--- src/rtl/dt_pkg.sv ---
package dt_pkg;

    localparam int CODE_W = 8;
    localparam int CNT_W  = 10;
    localparam int LOCK_W = 2;

    typedef logic [CNT_W-1:0] ticks_t;

    typedef struct packed {
        logic   ref_lvl;
        logic   main_on;
        logic   inv_on;
        ticks_t cnt;
    } gate_state_t;

endpackage

--- src/rtl/dt_code_reg.sv ---
module dt_code_reg #(
    parameter int CODE_W = 8,
    parameter int LOCK_W = 2
) (
    input  logic              clk,
    input  logic              rst_n,
    input  logic              wr,
    input  logic [CODE_W-1:0] wdata,
    input  logic [LOCK_W-1:0] lock_lvl,
    output logic [CODE_W-1:0] code
);

    logic [CODE_W-1:0] code_d;
    logic [CODE_W-1:0] code_q;
    logic              unlocked;

    assign unlocked = (lock_lvl == '0);

    always_comb begin
        code_d = code_q;
        if (wr && unlocked) begin
            code_d = wdata;
        end
    end

    always_ff @(posedge clk) begin
        if (!rst_n) begin
            code_q <= '0;
        end else begin
            code_q <= code_d;
        end
    end

    assign code = code_q;

    AST_LOCK_FREEZE: assert property (@(posedge clk) disable iff (!rst_n)
        (lock_lvl != '0) |=> $stable(code_q));

    AST_WRITE_LANDS: assert property (@(posedge clk) disable iff (!rst_n)
        (wr && lock_lvl == '0) |=> (code_q == $past(wdata)));

endmodule

--- src/rtl/dt_decode.sv ---
module dt_decode #(
    parameter int CODE_W = 8,
    parameter int CNT_W  = 10
) (
    input  logic [CODE_W-1:0] code,
    output logic [CNT_W-1:0]  ticks
);

    // Range offsets and step shifts of the four segments
    localparam int OFS_B = 64;
    localparam int OFS_C = 32;
    localparam int SH_B  = 1;
    localparam int SH_C  = 3;
    localparam int SH_D  = 4;
    localparam int MAX_TICKS = (OFS_C + 31) << SH_D;

    logic [CNT_W-1:0] seg_a;
    logic [CNT_W-1:0] seg_b;
    logic [CNT_W-1:0] seg_c;
    logic [CNT_W-1:0] seg_d;

    always_comb begin
        seg_a = CNT_W'(code[CODE_W-2:0]);
        seg_b = (CNT_W'(OFS_B) + CNT_W'(code[CODE_W-3:0])) << SH_B;
        seg_c = (CNT_W'(OFS_C) + CNT_W'(code[CODE_W-4:0])) << SH_C;
        seg_d = (CNT_W'(OFS_C) + CNT_W'(code[CODE_W-4:0])) << SH_D;
    end

    always_comb begin
        if (!code[CODE_W-1]) begin
            ticks = seg_a;
        end else if (!code[CODE_W-2]) begin
            ticks = seg_b;
        end else if (!code[CODE_W-3]) begin
            ticks = seg_c;
        end else begin
            ticks = seg_d;
        end
    end

    always_comb begin
        AST_TICKS_CEIL: assert (int'(ticks) <= MAX_TICKS);
        AST_TOP_RANGE: assert (code[CODE_W-1:CODE_W-3] != 3'b111 || int'(ticks) >= 512);
        AST_MID_RANGE: assert (code[CODE_W-1:CODE_W-3] != 3'b110 || (int'(ticks) >= 256 && int'(ticks) <= 504));
        AST_LOW_RANGE: assert (code[CODE_W-1:CODE_W-2] != 2'b10 || (int'(ticks) >= 128 && int'(ticks) <= 254));
    end

endmodule

--- src/rtl/dt_gate.sv ---
module dt_gate
    import dt_pkg::*;
(
    input  logic   clk,
    input  logic   rst_n,
    input  logic   ref_in,
    input  logic   tick_en,
    input  ticks_t dt_ticks,
    output logic   out_main,
    output logic   out_inv
);

    gate_state_t s_d;
    gate_state_t s_q;
    logic        level_change;
    logic        counting;
    logic        last_tick;

    assign level_change = (ref_in != s_q.ref_lvl);
    assign counting     = (s_q.cnt != '0);
    assign last_tick    = tick_en && (s_q.cnt == ticks_t'(1));

    always_comb begin
        s_d = s_q;
        if (level_change) begin
            s_d.ref_lvl = ref_in;
            if (dt_ticks == '0) begin
                s_d.main_on = ref_in;
                s_d.inv_on  = !ref_in;
                s_d.cnt     = '0;
            end else begin
                s_d.main_on = 1'b0;
                s_d.inv_on  = 1'b0;
                s_d.cnt     = dt_ticks;
            end
        end else if (counting) begin
            if (tick_en) begin
                s_d.cnt = s_q.cnt - ticks_t'(1);
            end
            if (last_tick) begin
                s_d.main_on = s_q.ref_lvl;
                s_d.inv_on  = !s_q.ref_lvl;
            end
        end else begin
            s_d.main_on = s_q.ref_lvl;
            s_d.inv_on  = !s_q.ref_lvl;
        end
    end

    always_ff @(posedge clk) begin
        if (!rst_n) begin
            s_q <= '0;
        end else begin
            s_q <= s_d;
        end
    end

    assign out_main = s_q.main_on;
    assign out_inv  = s_q.inv_on;

    AST_NO_OVERLAP: assert property (@(posedge clk) disable iff (!rst_n)
        !(out_main && out_inv));

    AST_EDGE_BLANKS: assert property (@(posedge clk) disable iff (!rst_n)
        (ref_in != s_q.ref_lvl && dt_ticks != '0) |=> (!out_main && !out_inv));

    AST_ZERO_FOLLOWS: assert property (@(posedge clk) disable iff (!rst_n)
        (ref_in != s_q.ref_lvl && dt_ticks == '0) |=> (out_main == $past(ref_in) && out_inv == !$past(ref_in)));

    AST_TICK_HOLD: assert property (@(posedge clk) disable iff (!rst_n)
        (!tick_en && s_q.cnt != '0 && ref_in == s_q.ref_lvl) |=> (s_q.cnt == $past(s_q.cnt)));

    AST_HELD_DURING_COUNT: assert property (@(posedge clk) disable iff (!rst_n)
        (s_q.cnt > ticks_t'(1) && ref_in == s_q.ref_lvl) |=> (!out_main && !out_inv));

endmodule

--- src/rtl/cpwm_deadtime.sv ---
module cpwm_deadtime
    import dt_pkg::*;
(
    input  logic              clk,
    input  logic              rst_n,
    input  logic              ref_in,
    input  logic              tick_en,
    input  logic              code_wr,
    input  logic [CODE_W-1:0] code_wdata,
    input  logic [LOCK_W-1:0] lock_lvl,
    output logic              out_main,
    output logic              out_inv
);

    logic [CODE_W-1:0] code_q;
    ticks_t            dt_ticks;

    dt_code_reg #(
        .CODE_W (CODE_W),
        .LOCK_W (LOCK_W)
    ) u_code (
        .clk      (clk),
        .rst_n    (rst_n),
        .wr       (code_wr),
        .wdata    (code_wdata),
        .lock_lvl (lock_lvl),
        .code     (code_q)
    );

    dt_decode #(
        .CODE_W (CODE_W),
        .CNT_W  (CNT_W)
    ) u_decode (
        .code  (code_q),
        .ticks (dt_ticks)
    );

    dt_gate u_gate (
        .clk      (clk),
        .rst_n    (rst_n),
        .ref_in   (ref_in),
        .tick_en  (tick_en),
        .dt_ticks (dt_ticks),
        .out_main (out_main),
        .out_inv  (out_inv)
    );

    AST_RESET_QUIET: assert property (@(posedge clk)
        !rst_n |=> (!out_main && !out_inv));

endmodule

--- config.mk ---
export PLATFORM = sky130hd
export DESIGN_NAME = cpwm_deadtime
export DESIGN_NICKNAME = d
export VERILOG_FILES = /design/src/rtl/dt_pkg.sv /design/src/rtl/dt_code_reg.sv /design/src/rtl/dt_decode.sv /design/src/rtl/dt_gate.sv /design/src/rtl/cpwm_deadtime.sv
export SDC_FILE = /design/constraint.sdc
export NUM_CORES = 1
export LEC_CHECK = 0
export ABC_AREA = 1
export CELL_PAD_IN_SITES_DETAIL_PLACEMENT = 1
export CELL_PAD_IN_SITES_GLOBAL_PLACEMENT = 1
export CORE_MARGIN = 5
export CORE_UTILIZATION = 38
export DETAILED_ROUTE_END_ITERATION = 8
export PLACE_DENSITY = 0.84
export SLEW_MARGIN = 20
export SYNTH_ARGS = -nofsm -noshare
export SYNTH_HDL_FRONTEND = slang
export SYNTH_SLANG_ARGS = --single-unit
export TNS_END_PERCENT = 10
--- constraint.sdc ---
create_clock -name clk -period 2 [get_ports clk]
set_input_delay 0.3 -clock clk [delete_from_list [all_inputs] [get_ports clk]]
set_output_delay 0.3 -clock clk [all_outputs]
set_load 0.02 [all_outputs]
==> summary.md <==
| Metric | Value |
|---|---|
| Yosys reg bits | `21` |
| Startpoint types | `input pin` |
| Row Count | `22` |
| Hpwl dp | `3.09 mm` |
| Worst EP arrival | `1800 ps` |
| Initial antenna violation count | `0` |
| CTS root buf | `clkbuf_8` |
| Post-synthesis sequential area ratio | `30.4%` |
| Period utilization | `81.9%` |
| GRT Overall Usage | `16.8%` |
| Final ANT Viol Nets | `0` |
| Fin area | `0.00163 mm^2` |
| Die Area | `0.00494 mm^2` |
| Final min period | `1640 ps` |
| Final Hold Vio Count | `0` |
| Initial Utilization | `38.3%` |
| WP data required | `2160 ps` |
| Hold Crit Class | `flip-flop to flip-flop` |
| Diode count | `0` |
| Total Wirelength | `3.79 mm` |
| Vias per inst | `4.89` |
| Htree depth | `1` |
| Post-DR wirelength/cell | `13.0 um` |
| Cell count after synthesis | `226` |
| Worst-Skew Late Latency | `260 ps` |
| Largest net degree at the start of global routing | `19` |
| Slew @ Worst Pin | `409 ps` |
| Hold Buf Count CTS | `0` |
| Status | `completed` |
| Syn Nets | `243` |
| First-pass GRT wire length | `6.69 mm` |
| Critical Path Fanout Max | `10` |
| Max Cap Violations | `0` |
| Core area | `0.00361 mm^2` |
| DR iter-0 viols | `51` |
| Layout fillers | `511` |
| Pre-CTS setup slack | `101 ps` |
| Min Hold Slack | `501 ps` |
| I/O pins | `17` |
| Final setup violation count | `0` |
| Die width | `70.3 um` |
| Synth-to-layout area growth | `18.1%` |
| Avg Inst Size Synth | `6.12 um^2` |
| Congestion Overflow GR | `0` |
| Slew HR | `72.7%` |
| Post-synthesis cell area | `0.00138 mm^2` |
| Vias | `1,427` |
| Remaining DRCs | `0` |
| Placed cell areas | `0.00159 mm^2` |
| Max VDD drop | `427 uV` |
| Die Ht | `70.3 um` |
| Vias in the first global route | `1,494` |
| Pleak | `0.706 nW` |
| Post-CTS Setup Bufs | `0` |
| Worst setup EP type | `flip-flop` |
| Nets | `262` |
| Clock Tree Buf Depth | `2` |
| PostCTS Resize Cnt | `0` |
| Unique masters post-synth | `25` |
| Critical Setup Path Class | `input pin to flip-flop` |
| Setup_tns | `0 ps` |
| CTS tree | `done` |
| Global placement routability congestion | `0.807` |
| Max-slew violations | `0` |
| Skew final | `2.62 ps` |
| First drt pass iteration count | `4` |
| RSZ-0062 raised after global routing | `no` |
| Clk pin slew, worst setup/hold paths | `80 ps` |
| Clock sinks | `21` |
| Synthesis Warnings | `0` |
| IO buf count | `16` |
| Power per cell area | `831 mW/mm^2` |
| Share of post-route cells with drive strength above 1 | `7.38%` |
| Setup ws final | `362 ps` |
| Fmax | `610 MHz` |
| Cts bufs inserted | `3` |
[report_power, final]
group / leakage [nW] / internal [mW] / switching (mW)
sequential: 0.173 / 0.471 / 0.0580
combinational: 0.511 / 0.208 / 0.336
clock: 0.0228 / 0.142 / 0.142
[per-layer routing]
| metal | GRT usage [%] | routed length [um] | up-vias |
|---|---|---|---|
| li1 | - | - | 755 |
| met1 | 20.9 | 1800 | 642 |
| met2 | 28.4 | 1790 | 21 |
| met3 | 2.16 | 87 | 9 |
| met4 | 7.87 | 102 | 0 |
| met5 | 0 | 0 | - |
[cell families after synthesis]
family	Yosys count	synth area share, %
XOR/XNOR	3	1.90
AND/OR/NAND/NOR	129	41.2
AO/OA/AOI/OAI	41	14.8
buffers and inverters	30	9.86
flip-flops	21	30.4
adder cells (fa/ha/maj)	2	1.81
[Yosys cell counts (all sizes together)]
master  instances  area share, %
o21ai          23            8.3
clkinv          1           0.27
inv            24            6.9
clkbuf          2           0.54
nor2           51             15
dfxtp          21             30
nor3            3            1.4
xnor2           1           0.63
nand3          21            9.2
a21oi          18            6.5
nand2          53             15
buf             3            2.2
or2             1           0.45
xor2            2            1.3
ha              2            1.8
[worst max-delay path: stages]
cell and delay [ps]:
clkdlybuf4s50_1 470, nand2_1 100, clkinv_1 90, nor2_2 200
or2_1 220, nand2_4 100, inv_4 110, nand2_1 60
nor2_1 90, nor2_1 60
[cells in the final DEF, fill, tap and decap left out, types with 7 or more instances in the layout]
cell,count
nand2_1,51
nor2_1,47
inv_1,22
dfxtp_1,21
a21oi_1,18
nand3_1,18
o21ai_0,16
clkdlybuf4s50_1,16
o21ai_1,7
[worst paths after layout]
path	startpoint	to	slack, ps	cells after the start
min	u_gate.s_q[1]	u_gate.s_q[1]	500	2
max reg2reg	u_gate.s_q[0]	u_gate.s_q[6]	420	9
min reg2reg	u_gate.s_q[1]	u_gate.s_q[1]	500	2
max	ref_in	u_gate.s_q[9]	360	10
[layout make-up]
class,count,area [um^2],area share [%]
clock buffers,4,45.0,2.76
inverters,25,98.8,6.05
multi-input cells,175,826,50.6
repair buffers,19,183,11.2
well taps,48,60.1,3.68
flip-flops and latches,21,420,25.7
[state kept, by name, indices dropped and copies added, names as in the netlist]
signal	flops
u_gate.out_main	1
u_code.code	8
u_gate.s_q	11
u_gate.out_inv	1
[per-stage QoR]
| step | power (mW) | util [%] | instances |
|---|---|---|---|
| finish | 1.36 | 45.3 | 292 |
| detailed placement | 1.08 | 44.0 | 288 |
| CTS | 1.37 | 45.3 | 292 |
| global placement | 1.06 | 44.0 | 288 |
| floorplan | 0.919 | - | 226 |
| global route | 1.46 | 45.3 | 292 |
No activity file was read; power rests on OpenSTA's default activity.
